### src/rtl/sdma_pkg.sv
package sdma_pkg;

    localparam int SDMA_PAGE_W = 8;
    localparam int SDMA_IDX_W  = 8;
    localparam int SDMA_DATA_W = 8;

    typedef enum logic [1:0] {
        ST_IDLE  = 2'd0,
        ST_READ  = 2'd1,
        ST_WRITE = 2'd2,
        ST_FIN   = 2'd3
    } sdma_state_e;

    // per-cycle control word from the sequencer to the datapath
    typedef struct packed {
        logic load;   // trigger accepted: latch page and start
        logic rd;     // source read cycle
        logic wr;     // sprite memory write cycle
    } sdma_ctl_t;

    function automatic logic can_accept(sdma_state_e st);
        return (st == ST_IDLE) || (st == ST_FIN);
    endfunction

endpackage

### src/rtl/sdma_seq.sv
module sdma_seq
    import sdma_pkg::*;
#(
    parameter int IDX_W = SDMA_IDX_W
) (
    input  logic             clk,
    input  logic             rst,
    input  logic             trig_we,
    output sdma_ctl_t        ctl,
    output logic [IDX_W-1:0] idx,
    output logic             busy,
    output logic             done
);
    localparam logic [IDX_W-1:0] IDX_LAST = {IDX_W{1'b1}};

    sdma_state_e      state_q;
    logic [IDX_W-1:0] idx_q;

    always_ff @(posedge clk) begin
        if (rst) begin
            state_q <= ST_IDLE;
            idx_q   <= '0;
        end else begin
            case (state_q)
                ST_READ:  state_q <= ST_WRITE;
                ST_WRITE: begin
                    state_q <= (idx_q == IDX_LAST) ? ST_FIN : ST_READ;
                    idx_q   <= idx_q + 1'b1;
                end
                default: begin
                    if (trig_we) begin
                        state_q <= ST_READ;
                        idx_q   <= '0;
                    end else begin
                        state_q <= ST_IDLE;
                    end
                end
            endcase
        end
    end

    always_comb begin
        ctl.load = trig_we && can_accept(state_q);
        ctl.rd   = (state_q == ST_READ);
        ctl.wr   = (state_q == ST_WRITE);
    end

    assign idx  = idx_q;
    assign busy = (state_q == ST_READ) || (state_q == ST_WRITE);
    assign done = (state_q == ST_FIN);

endmodule

### src/rtl/sdma_src_addr.sv
module sdma_src_addr
    import sdma_pkg::*;
#(
    parameter int PAGE_W = SDMA_PAGE_W,
    parameter int IDX_W  = SDMA_IDX_W,
    localparam int ADDR_W = PAGE_W + IDX_W
) (
    input  logic              clk,
    input  logic              rst,
    input  sdma_ctl_t         ctl,
    input  logic [PAGE_W-1:0] page_in,
    input  logic [IDX_W-1:0]  idx,
    output logic [ADDR_W-1:0] addr
);
    logic [PAGE_W-1:0] page_q;

    always_ff @(posedge clk) begin
        if (rst)
            page_q <= '0;
        else if (ctl.load)
            page_q <= page_in;
    end

    // page supplies the upper byte, offset runs linearly from zero
    assign addr = {page_q, idx};

endmodule

### src/rtl/sdma_dst_port.sv
module sdma_dst_port
    import sdma_pkg::*;
#(
    parameter int IDX_W  = SDMA_IDX_W,
    parameter int DATA_W = SDMA_DATA_W
) (
    input  logic              clk,
    input  logic              rst,
    input  sdma_ctl_t         ctl,
    input  logic [IDX_W-1:0]  start_in,
    input  logic [DATA_W-1:0] rdata,
    output logic [IDX_W-1:0]  ptr,
    output logic [DATA_W-1:0] wdata
);
    logic [IDX_W-1:0]  ptr_q;
    logic [DATA_W-1:0] data_q;

    always_ff @(posedge clk) begin
        if (rst) begin
            ptr_q  <= '0;
            data_q <= '0;
        end else begin
            if (ctl.load)
                ptr_q <= start_in;
            else if (ctl.wr)
                ptr_q <= ptr_q + 1'b1;   // wraps modulo the memory size
            if (ctl.rd)
                data_q <= rdata;
        end
    end

    assign ptr   = ptr_q;
    assign wdata = data_q;

endmodule

### src/rtl/sprite_dma_engine.sv
module sprite_dma_engine
    import sdma_pkg::*;
#(
    parameter int PAGE_W = SDMA_PAGE_W,
    parameter int IDX_W  = SDMA_IDX_W,
    parameter int DATA_W = SDMA_DATA_W,
    localparam int ADDR_W = PAGE_W + IDX_W
) (
    input  logic              clk,
    input  logic              rst,
    input  logic              trig_we,
    input  logic [PAGE_W-1:0] trig_page,
    input  logic [IDX_W-1:0]  oam_addr_in,
    output logic [ADDR_W-1:0] bus_addr,
    output logic              bus_rd,
    input  logic [DATA_W-1:0] bus_rdata,
    output logic              oam_we,
    output logic [IDX_W-1:0]  oam_waddr,
    output logic [DATA_W-1:0] oam_wdata,
    output logic [IDX_W-1:0]  oam_ptr,
    output logic              busy,
    output logic              done
);
    sdma_ctl_t        ctl;
    logic [IDX_W-1:0] idx;
    logic [IDX_W-1:0] ptr;

    sdma_seq #(.IDX_W(IDX_W)) u_seq (
        .clk     (clk),
        .rst     (rst),
        .trig_we (trig_we),
        .ctl     (ctl),
        .idx     (idx),
        .busy    (busy),
        .done    (done)
    );

    sdma_src_addr #(.PAGE_W(PAGE_W), .IDX_W(IDX_W)) u_src (
        .clk     (clk),
        .rst     (rst),
        .ctl     (ctl),
        .page_in (trig_page),
        .idx     (idx),
        .addr    (bus_addr)
    );

    sdma_dst_port #(.IDX_W(IDX_W), .DATA_W(DATA_W)) u_dst (
        .clk      (clk),
        .rst      (rst),
        .ctl      (ctl),
        .start_in (oam_addr_in),
        .rdata    (bus_rdata),
        .ptr      (ptr),
        .wdata    (oam_wdata)
    );

    assign bus_rd    = ctl.rd;
    assign oam_we    = ctl.wr;
    assign oam_waddr = ptr;
    assign oam_ptr   = ptr;

endmodule

### config.mk
export PLATFORM = sky130hd
export DESIGN_NAME = sprite_dma_engine
export DESIGN_NICKNAME = d
export VERILOG_FILES = /design/src/rtl/sdma_pkg.sv /design/src/rtl/sdma_seq.sv /design/src/rtl/sdma_src_addr.sv /design/src/rtl/sdma_dst_port.sv /design/src/rtl/sprite_dma_engine.sv
export SDC_FILE = /design/constraint.sdc
export NUM_CORES = 1
export LEC_CHECK = 0
export ABC_AREA = 0
export BUFFER_PORTS_ARGS = -buffer_cell sky130_fd_sc_hd__buf_2
export CAP_MARGIN = 20
export CORE_MARGIN = 4
export CORE_UTILIZATION = 46
export CTS_CLUSTER_DIAMETER = 120
export DETAILED_ROUTE_END_ITERATION = 16
export PLACE_DENSITY_LB_ADDON = 0.08
export SLEW_MARGIN = 20
export SYNTH_ARGS = -nofsm -noshare
export SYNTH_HDL_FRONTEND = slang
export SYNTH_SLANG_ARGS = --single-unit
### constraint.sdc
create_clock -name clk -period 1.9 [get_ports clk]
set_input_delay 0.095 -clock clk [delete_from_list [all_inputs] [get_ports clk]]
set_output_delay 0.095 -clock clk [all_outputs]
set_load 0.02 [all_outputs]
* Word level (Yosys, flattened, before mapping)
Cells that the tools add are included.
** Storage, ports and cells
- Input bits :: 27
- Register bits after elaboration :: 34
** Operators by class
- Add/sub/neg operators :: 2
- Reductions and logical operators :: 7
- Bitwise operators :: 1
- Eq/ne operators :: 4
- Muxes and demuxes :: 7
** Operator list (number)
- two-way mux 8 bit :: 3
- adder 8 x 1 -> 8 bit, second input constant :: 2
- case mux 8 bit (2 select lines) :: 1
- == test 8 bit, second input constant :: 1
- == test 2 bit, second input constant :: 2
- case mux 2 bit (2 select lines) :: 1
- nonzero test 2 bit :: 2
- == test 2 x 1 -> 1 bit, second input constant :: 1
- logical NOT 2 bit :: 1
- logical OR 1 bit :: 2
- two-way mux 2 bit :: 1
- AND reduction 2 bit :: 1
- logical AND 1 bit :: 1
- two-way mux 1 bit :: 1
- inverter 1 bit :: 1

* Longest topological paths before layout
Gate-level depths: netlist (run 1).
- Depth in word-level cells :: 4
- Gate-level depth with buffers :: 6

* Modules after synthesis
From an unflattened synthesis (run 1), not the netlist that was laid out.
** Second synthesis, totals
- Cell total of the unflattened synthesis :: 177
- Area total of the unflattened synthesis :: 1635.3 µm²
** Modules (own cells, without submodules)
- sdma_dst_port :: cells each 76, area each 716.9 µm², times used 1
- sdma_seq :: cells each 59, area each 513.0 µm², times used 1
- sdma_src_addr :: cells each 34, area each 345.3 µm², times used 1
- sprite_dma_engine :: cells each 8, area each 60.1 µm², times used 1

* Worst setup path before layout (run 1)
OpenSTA, ideal clock, no wires.
- Kind :: register -> register
- Start :: register u_seq.state_q[1]
- End :: register u_seq.idx_q[3] (netlist: u_seq.idx[3])
- Library setup time :: 0.070 ns
- Stages on the path, launching flop included :: 7
- Slack :: 0.337 ns
- Arrival :: 1.493 ns
- Data required time :: 1.830 ns
- Cell sequence :: dfxtp_1 > inv_1 > ha_1 > o21bai_1 > buf_2 > or3_1 > a21oi_1
** On the way
- Word-level cells in the longest chain between the ends :: 3
** Ends and longest elaborated chain
- from (decl) :: line sdma_seq.sv:16 : sdma_state_e state_q;
- from (signal assigned) :: line sdma_seq.sv:27 : state_q <= (idx_q == IDX_LAST) ? ST_FIN : ST_READ;
- == test 2 x 1 -> 1 bit (*)
- net bus_rd :: line sprite_dma_engine.sv:15 : output logic bus_rd,
- inverter 1 bit (no line)
- AND reduction 2 bit (no line)
- to (signal assigned) :: line sdma_seq.sv:28 : idx_q <= idx_q + 1'b1;
- to (decl) :: line sdma_seq.sv:17 : logic [IDX_W-1:0] idx_q;
The timed path passes the listed nets; every way through them passes the cells marked *.
A chain may end at the register's enable or synchronous reset.

* Final worst setup path (run 1)
- Start :: register u_seq.state_q[1]
- End :: register u_seq.idx_q[7] (netlist: u_seq.idx[7])
** On the way
- Word-level cells in the longest chain between the ends :: 3
** Ends and longest elaborated chain
- == test 2 bit / == test 2 x 1 -> 1 bit (equally long branches) :: line sdma_seq.sv:24 : case (state_q)
- nonzero test 2 bit (no line) / inverter 1 bit (equally long branches)
- AND reduction 2 bit (no line)
Several ways; a longest one is shown, not always the timed one.

==> run_results.csv, run 1 <==
group,metric,value,unit
clock_tree,tritoncts,"done",
die,start_util,49.1,%
place,place_inst,275,
timing,relSlewSlack,65.5,%
worst_setup_path,crit_path_cell_trace,"inv_1 -> ha_1 -> o21bai_2 -> or4_1 -> a21oi_1",
worst_setup_path,crit_required,2.17,ns
timing,slew_violations,0,
logic_synthesis,synth_edf_count,0,
clock_tree,cts-root-buf,"clkbuf_4",
detailed_routing,dr.first_iter.drc_count,56,
place,dp_slack,0.162,ns
die,rows,20,
grt,gr-total-overflow,0,
timing,fin_tns_setup,0,ns
grt,grt_pass1_wl,6380,um
pwr,peakVddDrop,0.000484,V
grt,grt_pass1_vias,1442,
detailed_routing,drt_pass1_iterations,4,
detailed_routing,ant_nets,0,
clock_tree,worstSkewPairLatency,0.34,ns
worst_hold_path,hp-class,"in2reg",
detailed_routing,wl_per_cell,12.9,um
logic_synthesis,synth_nets,206,
grt,grtUsageTotal,19.2,%
timing,finClkSkew,0.00649,ns
run,maxCapViolCount,0,
grt,grt_max_degree,30,
layout,fin_cells,296,
worst_setup_path,cp_data_arrival_time,1.91,ns
timing,fmax,610,MHz
pwr,finalPower,1.76,mW
die,io_pins,71,
layout,final_nets,283,
logic_synthesis,syn_area,0.00152,mm^2
logic_synthesis,async_flop_share,0,%
worst_setup_path,slowest_stage,"or4_1",
die,die_w,65.5,um
place,gp_congestion,0.757,
timing,rsz0062_at_grt,"no",
worst_setup_path,crit_path_max_incr_delay,0.53,ns
logic_synthesis,ys_seq_area_share,44.7,%
layout,final_layout_size_suffix_gt1_share,33.7,%
layout,multi_input_area,719,um^2
logic_synthesis,syn_inst,174,
place,post-dp-hpwl,2720,um
detailed_routing,drc,0,
worst_setup_path,worst-path-max-fanout,12,
logic_synthesis,ys_warn_count,0,
pwr,p_leak,0.964,nW
clock_tree,path_clk_slew,0.11,ns
logic_synthesis,synth.avg_cell_area,8.75,um^2
detailed_routing,num_vias,1457,
worst_setup_path,cp_num_buf_inv,1,
logic_synthesis,synth-seq-cells,34,
detailed_routing,via_per_inst,4.92,
outcome,status,"completed",
layout,antennaDiodeCount,0,
grt,antenna_found_initial,0,
layout,fill_cells,265,
timing,finalCritPeriodShare,86.3,%
die,dieArea,0.00429,mm^2
logic_synthesis,synth.distinct_cells,28,
die,die_y,65.5,um
timing,fin_ws,0.261,ns
timing,worst_pin_slew,0.517,ns
layout,area.sequential,681,um^2
clock_tree,clock_sinks,34,
place,io_buffers,70,
worst_setup_path,crit_path_end_kind,"flip-flop",
timing,setup_violations,0,
detailed_routing,wl,3820,um
clock_tree,h-tree-depth,2,
layout,syn_to_final_growth,38.7,%
timing,finalCriticalPeriod,1.64,ns
worst_setup_path,startpoint_type,"flip-flop",
worst_setup_path,worst-setup-path-type,"reg2reg",
clock_tree,clockBufferDepth,2,
clock_tree,cts_made_buffers,5,
pwr,power_density,834,mW/mm^2
logic_synthesis,ys.flop_type,"dfxtp_1",
worst_setup_path,critical-path-top-delay-family,"simple AND/OR/NAND/NOR gates",
timing,finalHoldViolCount,0,
layout,final_util,68.1,%
die,coreArea,0.00310,mm^2
## worst paths after layout
check                                                  start                           end  slack, ns  cells after the start
worst max-delay path             u_seq.state_q[1]$_SDFF_PP0_     u_seq.idx[7]$_SDFFE_PP0P_       0.26                      5
worst min-delay path                            trig_page[3]  u_src.page_q[3]$_SDFFE_PP0P_       0.02                      3
worst max register to register   u_seq.state_q[1]$_SDFF_PP0_     u_seq.idx[7]$_SDFFE_PP0P_       0.26                      5
worst min register to register  u_src.page_q[7]$_SDFFE_PP0P_  u_src.page_q[7]$_SDFFE_PP0P_       0.46                      2
## where the power goes
part	switching (mW)	internal (mW)	leakage, nW
combinational	0.166	0.120	0.628
sequential	0.0331	0.749	0.278
clock	0.248	0.446	0.0585
## per-layer routing
metal	track usage, %	vias to the layer above	wire length (um)
li1	-	753	-
met1	21.4	645	1560
met2	33.9	52	1960
met3	4.96	7	247
met4	8.81	0	62
met5	0	-	0
## worst reg2reg max path, cell delays in order (launching register included)
cell and delay [ns]:
dfxtp_1 0.37, inv_1 0.05, ha_1 0.18, o21bai_2 0.28, or4_1 0.53, a21oi_1 0.18
## area by class of cell
type	instances	share of cell area, %
Clock inverter	2	2.84
Sequential cell	34	32.2
Tap cell	44	2.61
Clock buffer	6	2.43
Inverter	6	1.07
Multi-Input combinational cell	117	34.1
Timing Repair Buffer	87	24.8
## per-stage QoR
step | hold WS, ns | cell area, um^2
6_report | 0.0198 | 2110
3_5_place_dp | 0.340 | 1870
3_3_place_gp | 0.329 | 1870
2_1_floorplan | 0.231 | 1520
5_1_grt | 0.0162 | 2110
4_1_cts | 0.00191 | 2110
## cells by family after synthesis
family	count (synthesis)	synth area share, %
compound gates	37	15.1
xor+xnor	4	2.30
fa+ha+maj	5	4.11
buf+inv	23	8.30
flops	34	44.7
mux	9	5.92
simple gates	62	19.6
## layout by cell type (no fill, tap or decap)
master / count
a32oi_1: 1
or4_1: 4
a21oi_1: 16
o21bai_2: 1
nand4_1: 4
dlygate4sd3_1: 13
xor2_1: 3
o31ai_1: 4
bufinv_16: 2
xnor2_1: 1
o21ai_0: 5
nand3_1: 3
mux2i_1: 9
buf_2: 70
ha_1: 5
a211oi_1: 6
and2_1: 1
clkbuf_4: 5
buf_12: 1
clkbuf_8: 1
nand4_2: 1
nand3_2: 1
a21o_1: 1
inv_1: 6
nor2_1: 19
nor3b_1: 1
buf_4: 3
or3_1: 6
dfxtp_1: 34
nand2_1: 22
a311oi_1: 3
## cell usage after synthesis (all sizes together), types with 6 or more instances
library cell | instances | area [um^2]
a211oi | 6 | 45.0
nand2 | 22 | 82.6
or3 | 6 | 37.5
a21oi | 16 | 80.1
dfxtp | 34 | 681
nor2 | 19 | 71.3
inv | 6 | 22.5
mux2i | 9 | 90.1
clkbuf | 6 | 22.5
buf | 11 | 81.3
## flip-flops by register name, indices dropped and copies added, names as in the netlist
| register | flops |
|---|---|
| u_dst.ptr | 8 |
| u_dst.wdata | 8 |
| u_seq.idx | 8 |
| u_seq.state_q | 2 |
| u_src.page_q | 8 |
## timing repair
item                                   CTS  global route
buffers inserted                         0             0
hold buffers                            13             0
resized for setup                        0             1
setup endpoints to repair                0             2
endpoints found under the hold margin   13             0
(Power assumes the default switching activity.)
==> run 2, diff against run 1 <==
ABC_AREA = 1   (was 0)
CORE_UTILIZATION = 47   (was 46)
==> run_results.csv, run 2 <==
group,metric,value,unit
outcome,status,"completed",
worst_setup_path,rr_worst_depth,9,
detailed_routing,num_vias,1627,
die,io_pins,71,
clock_tree,clock_sinks,34,
logic_synthesis,synth-seq-cells,34,
pwr,power_density,705,mW/mm^2
pwr,swShare,30.2,%
grt,gr-total-overflow,0,
clock_tree,h-tree-depth,2,
pwr,p_switching,452,uW
worst_setup_path,reg2reg_from,"u_seq.state_q[0]$_SDFF_PP0_",
worst_setup_path,worst-setup-path-type,"reg2reg",
pwr,internal_power,1.04,mW
place,post-dp-hpwl,2820,um
detailed_routing,via_per_inst,4.66,
timing,finClkSkew,0.00467,ns
die,start_util,49.1,%
timing,relSlewSlack,68.2,%
clock_tree,cts_made_buffers,5,
timing,fmax,639,MHz
timing,fin_ws,0.335,ns
logic_synthesis,synth_common_cells,"42 x nor2_1, 41 x nand2_1, 34 x dfxtp_1, 25 x o21ai_0, 24 x inv_1",
logic_synthesis,syn_area,0.00166,mm^2
die,die_w,67.5,um
clock_tree,clockBufferDepth,2,
pwr,pwr-share-seq,52.2,%
timing,finalCritPeriodShare,82.4,%
die,die_y,67.5,um
worst_setup_path,reg2reg_slack,0.34,ns
worst_hold_path,min_from,"trig_page[6]",
timing,fin_tns_setup,0,ns
logic_synthesis,synth.distinct_cells,26,
layout,syn_to_final_growth,27.7,%
logic_synthesis,yosys-top-cells-area,"dfxtp_1 41%, nor2_1 9.5%, nand2_1 9.3%",
logic_synthesis,yosysTopAreaCellShare,40.9,%
logic_synthesis,yosysTopAreaCell,"dfxtp_1",
grt,grt_max_degree,20,
logic_synthesis,ys_warn_count,0,
clock_tree,path_clk_slew,0.10,ns
logic_synthesis,ys_seq_area_share,40.9,%
timing,slew_violations,0,
grt,grt_pass1_vias,1480,
grt,antenna_found_initial,0,
logic_synthesis,async_flop_share,0,%
grt,grtUsageTotal,18.5,%
worst_setup_path,crit_path_end_kind,"flip-flop",
pwr,p_clk_share,27.9,%
grt,grt_pass1_wl,6380,um
worst_setup_path,startpoint_type,"flip-flop",
logic_synthesis,synth_nets,261,
worst_setup_path,cp_data_arrival_time,1.80,ns
clock_tree,cts-root-buf,"clkbuf_4",
timing,finalCriticalPeriod,1.56,ns
worst_setup_path,crit_required,2.14,ns
timing,setup_violations,0,
timing,finalHoldViolCount,0,
worst_hold_path,hp-class,"in2reg",
layout,final_nets,334,
detailed_routing,dr.first_iter.drc_count,119,
detailed_routing,drc,0,
clock_tree,postCtsSetupBuffers,0,
pwr,peakVddDrop,0.000389,V
pwr,p_leak,1.09,nW
layout,final_cell_mix,"70 x buf_2, 42 x nor2_1, 41 x nand2_1",
run,maxCapViolCount,0,
logic_synthesis,synthMostInstantiatedCell,"nor2_1",
pwr,p_comb_share,19.8,%
place,dp_slack,0.341,ns
layout,fill_cells,325,
logic_synthesis,ys.flop_type,"dfxtp_1",
logic_synthesis,synth_edf_count,0,
detailed_routing,ant_nets,0,
worst_setup_path,worst-path-max-fanout,12,
layout,final_layout_size_suffix_gt1_share,29.7,%
detailed_routing,wl_per_cell,11.0,um
timing,worst_pin_slew,0.477,ns
worst_setup_path,timing.rr.end,"u_seq.idx[7]$_SDFFE_PP0P_",
place,io_buffers,70,
clock_tree,worstSkewPairLatency,0.33,ns
layout,antennaDiodeCount,0,
detailed_routing,drt_pass1_iterations,5,
place,gp_congestion,0.820,
clock_tree,tritoncts,"done",
die,coreArea,0.00339,mm^2
logic_synthesis,synth.avg_cell_area,7.26,um^2
worst_hold_path,min_to,"u_src.page_q[6]$_SDFFE_PP0P_",
die,dieArea,0.00455,mm^2
detailed_routing,wl,3850,um
layout,layout_commonest_cell,"buf_2",
timing,rsz0062_at_grt,"no",
logic_synthesis,syn_inst,229,
worst_hold_path,hold_depth,3,
die,rows,21,
-- run 2: cell count changes after synthesis, sizes merged, moves of 4 or more --
cell	before	now
a21oi	16	11
clkbuf	6	2
inv	6	26
mux2i	9	0
nand2	22	45
nand3	4	13
nand4	5	1
nor2	19	44
nor3	0	5
o21ai	5	26
o31ai	4	0
or3	6	0
or4	4	0
-- run 2: metrics by stage --
step	power, mW	util [%]	hold WS (ns)	cell area, um^2	cells
2_1_floorplan	0.998	-	0.164	1660	229
3_3_place_gp	1.08	58.5	0.319	1980	333
3_5_place_dp	1.08	58.5	0.327	1980	333
4_1_cts	1.51	62.6	0.00137	2120	349
5_1_grt	1.58	62.6	0.0176	2120	349
6_report	1.50	62.6	0.00445	2120	349
-- run 2: cells by family after synthesis --
logic type	after synthesis	synth area share, %
xor+xnor	1	0.527
buf+inv	40	12.6
compound gates	41	13.4
fa+ha+maj	5	3.76
flops	34	40.9
simple gates	108	28.7
-- run 2: layout make-up --
cell class / count / area, um^2 / share of cell area [%]
clock buffers: 7 / 55.1 / 2.59
clock inverters: 1 / 5.00 / 0.236
inverters: 26 / 108 / 5.07
multi-input cells: 155 / 772 / 36.4
flip-flops and latches: 34 / 681 / 32.1
well taps: 46 / 57.6 / 2.71
repair buffers: 80 / 445 / 21.0
-- run 2: worst max-delay path by stage --
stage,end,startpoint,slack [ns],cells past startpoint
floorplan,u_seq.idx[7]$_SDFFE_PP0P_,u_seq.state_q[1]$_SDFF_PP0_,0.41,11
global placement,u_dst.ptr[1]$_SDFFE_PP0P_,u_seq.state_q[0]$_SDFF_PP0_,0.39,9
detailed placement,u_dst.ptr[1]$_SDFFE_PP0P_,u_seq.state_q[0]$_SDFF_PP0_,0.34,9
CTS,u_dst.ptr[1]$_SDFFE_PP0P_,u_seq.state_q[0]$_SDFF_PP0_,0.32,9
global route,u_seq.idx[7]$_SDFFE_PP0P_,u_seq.state_q[0]$_SDFF_PP0_,0.14,9
finish,u_seq.idx[7]$_SDFFE_PP0P_,u_seq.state_q[0]$_SDFF_PP0_,0.34,9
-- run 2: worst max-delay path: stages (launching register included) --
cell and delay (ns):
dfxtp_1 0.34, inv_1 0.06, ha_1 0.45, nand2_2 0.15, nand2_4 0.12, nand3_4 0.08, nor2_4 0.10, nand3_1 0.07
nand2_1 0.06, nor2_1 0.04
-- run 2: layer usage --
| metal | part of all wire, % | GRT usage (%) |
|---|---|---|
| met1 | 45 | 22.3 |
| met2 | 47 | 30.4 |
| met3 | 6.5 | 4.99 |
| met4 | 1.8 | 8.86 |
| met5 | 0 | 0 |
-- run 2: power groups by stage --
| stage | Clock [mW] | Combinational, mW | Sequential, mW |
|---|---|---|---|
| after floorplan | 0 | 0.153 | 0.844 |
| after global placement | 0 | 0.285 | 0.798 |
| after detailed placement | 0 | 0.286 | 0.798 |
| after CTS | 0.432 | 0.300 | 0.782 |
| after global routing | 0.458 | 0.330 | 0.788 |
| final | 0.418 | 0.297 | 0.781 |
-- run 2: repair_timing --
action | CTS | global route
endpoints found under the hold margin | 8 | 0
gates resized for setup | 0 | 0
hold buffers | 8 | 0
==> run 3, diff against run 2 <==
CORE_UTILIZATION = 42   (was 47)
clock period = 1.4 ns   (was 1.9 ns; I/O delays follow)
==> run_results.csv, run 3 (synthesis gave the netlist of run 2 again) <==
group,metric,value,unit
layout,syn_to_final_growth,35.1,%
layout,fill_cells,370,
worst_setup_path,cp_data_arrival_time,1.49,ns
clock_tree,cts_made_buffers,5,
layout,final_layout_size_suffix_gt1_share,36.1,%
detailed_routing,dr.first_iter.drc_count,97,
worst_setup_path,startpoint,"u_seq.state_q[0]$_SDFF_PP0_",
layout,fin_cells,358,
worst_setup_path,crit_required,1.59,ns
place,io_buffers,70,
worst_setup_path,timing.rr.end,"u_dst.ptr[3]$_SDFFE_PP0P_",
pwr,swShare,29.9,%
worst_setup_path,slowest_stage,"dfxtp_2",
detailed_routing,drc,0,
timing,worst_pin_slew,0.413,ns
layout,layout_commonest_cell,"buf_2",
grt,grt_pass1_vias,1523,
pwr,p_switching,660,uW
worst_setup_path,rr_worst_depth,8,
detailed_routing,drt_pass1_iterations,4,
grt,grtUsageTotal,16.3,%
clock_tree,path_clk_slew,0.07,ns
pwr,p_clk_share,32.0,%
worst_setup_path,endpoint,"u_dst.ptr[3]$_SDFFE_PP0P_",
die,die_y,70.9,um
die,coreArea,0.00374,mm^2
detailed_routing,ant_nets,0,
layout,final_nets,341,
timing,setup_violations,0,
die,start_util,44.4,%
worst_setup_path,crit_path_end_kind,"flip-flop",
pwr,p_leak,1.15,nW
timing,relSlewSlack,72.4,%
worst_setup_path,reg2reg_slack,0.09,ns
die,dieArea,0.00503,mm^2
clock_tree,h-tree-depth,2,
die,die_w,70.9,um
worst_setup_path,crit_path_max_incr_delay,0.33,ns
place,post-dp-hpwl,3050,um
worst_hold_path,hp-class,"in2reg",
worst_setup_path,startpoint_type,"flip-flop",
layout,final_util,60.0,%
worst_setup_path,worst-setup-path-type,"reg2reg",
clock_tree,cts_hold_buf,0,
place,gp_congestion,0.845,
timing,finalHoldViolCount,0,
worst_setup_path,worst-path-max-fanout,8,
timing,finClkSkew,0.00735,ns
worst_setup_path,reg2reg_from,"u_seq.state_q[0]$_SDFF_PP0_",
pwr,peakVddDrop,0.000777,V
outcome,status,"completed",
grt,grt_max_degree,15,
clock_tree,clockBufferDepth,2,
detailed_routing,wl,4010,um
pwr,p_comb_share,20.0,%
clock_tree,clock_sinks,34,
die,io_pins,71,
timing,slew_violations,0,
clock_tree,worstSkewPairLatency,0.28,ns
worst_setup_path,crit_path_cell_trace,"inv_1 -> ha_4 -> nand2_8 -> buf_4 -> nand4_1 -> nand3_1 -> nand2_1 -> inv_1",
worst_setup_path,critPathMostFrequentCell,"inv_1",
pwr,pwr-share-seq,48.0,%
timing,fmax,766,MHz
pwr,internal_power,1.55,mW
detailed_routing,via_per_inst,4.67,
detailed_routing,num_vias,1673,
pwr,power_density,982,mW/mm^2
die,rows,22,
clock_tree,cts-root-buf,"clkbuf_8",
layout,final_cell_mix,"70 x buf_2, 42 x nor2_1, 40 x nand2_1",
detailed_routing,wl_per_cell,11.2,um
grt,antenna_found_initial,0,
timing,whs,0.00772,ns
grt,gr-total-overflow,0,
layout,antennaDiodeCount,0,
grt,grt_pass1_wl,6670,um
timing,finalCriticalPeriod,1.31,ns
clock_tree,tritoncts,"done",
run,maxCapViolCount,0,
place,place_inst,348,
timing,finalCritPeriodShare,93.3,%
==> run 3: cell types whose count changed in the layout (fill, tap and decap cells not counted), moves of 2 or more <==
cell	before	now
ha_1	5	3
ha_4	0	2
clkbuf_4	5	0
clkbuf_8	1	5
dfxtp_1	34	32
buf_4	2	16
dfxtp_2	0	2
dlygate4sd3_1	8	0
==> run 3: repair_timing <==
| action | in CTS | in global routing |
|---|---|---|
| endpoints found under the setup margin | 0 | 25 |
| gates resized for setup | 0 | 14 |
| hold endpoints to repair | 0 | 0 |
| setup buffers | 0 | 2 |
==> run 3: stage by stage <==
stage	setup WS (ns)	TNS (ns)	power [mW]	cell area (um^2)
6_report	0.0944	0	2.21	2250
5_1_grt	-0.00264	-0.00391	2.32	2250
4_1_cts	0.00317	0	2.21	2170
3_5_place_dp	0.0191	0	1.50	2090
3_3_place_gp	0.0244	0	1.50	2090
2_1_floorplan	-0.0147	-0.0147	1.35	1670
==> run 3: area by class of cell <==
class                      instances  area, um^2  share of cell area (%)
inverter                          26         113                    5.01
sequential                        34         683                    30.4
clock buffer                       6        72.6                    3.23
timing repair buffer              87         482                    21.4
tap                               48        60.1                    2.67
clock inverter                     2        13.8                   0.612
multi-input combinational        155         823                    36.6
==> run 3: power groups by stage <==
| stage | logic (mW) | clock network (mW) | registers (mW) |
|---|---|---|---|
| 2_1_floorplan | 0.209 | 0 | 1.15 |
| 3_3_place_gp | 0.419 | 0 | 1.08 |
| 3_5_place_dp | 0.420 | 0 | 1.08 |
| 4_1_cts | 0.421 | 0.726 | 1.06 |
| 5_1_grt | 0.485 | 0.771 | 1.07 |
| 6_report | 0.443 | 0.706 | 1.06 |
==> run 3: worst max-delay path: cells and delay by family (launching register included) <==
kind / cells / cell delay, ns
simple gates: 4 / 0.32
buf+inv: 3 / 0.25
flops: 1 / 0.33
fa+ha+maj: 1 / 0.30
==> run 3: how the worst min path moves through the flow <==
stage                            start                          end  slack (ns)  depth (start not counted)
after floorplan                    rst    u_dst.ptr[5]$_SDFFE_PP0P_        0.14                          1
after global placement    bus_rdata[3]  u_dst.wdata[3]$_SDFFE_PP0N_        0.29                          3
after detailed placement  bus_rdata[3]  u_dst.wdata[3]$_SDFFE_PP0N_        0.30                          3
after CTS                 bus_rdata[3]  u_dst.wdata[3]$_SDFFE_PP0N_       0.006                          3
after global routing      bus_rdata[4]  u_dst.wdata[4]$_SDFFE_PP0N_        0.01                          3
final                     bus_rdata[6]  u_dst.wdata[6]$_SDFFE_PP0N_       0.008                          3
==> run 3: per-layer routing <==
metal / track usage, % / up-vias / share of wire [%]
met1: 20.0 / 733 / 43
met3: 5.26 / 7 / 8.1
met4: 4.59 / 0 / 1.4
met2: 27.3 / 55 / 48
li1: - / 878 / -
met5: 0 / - / 0
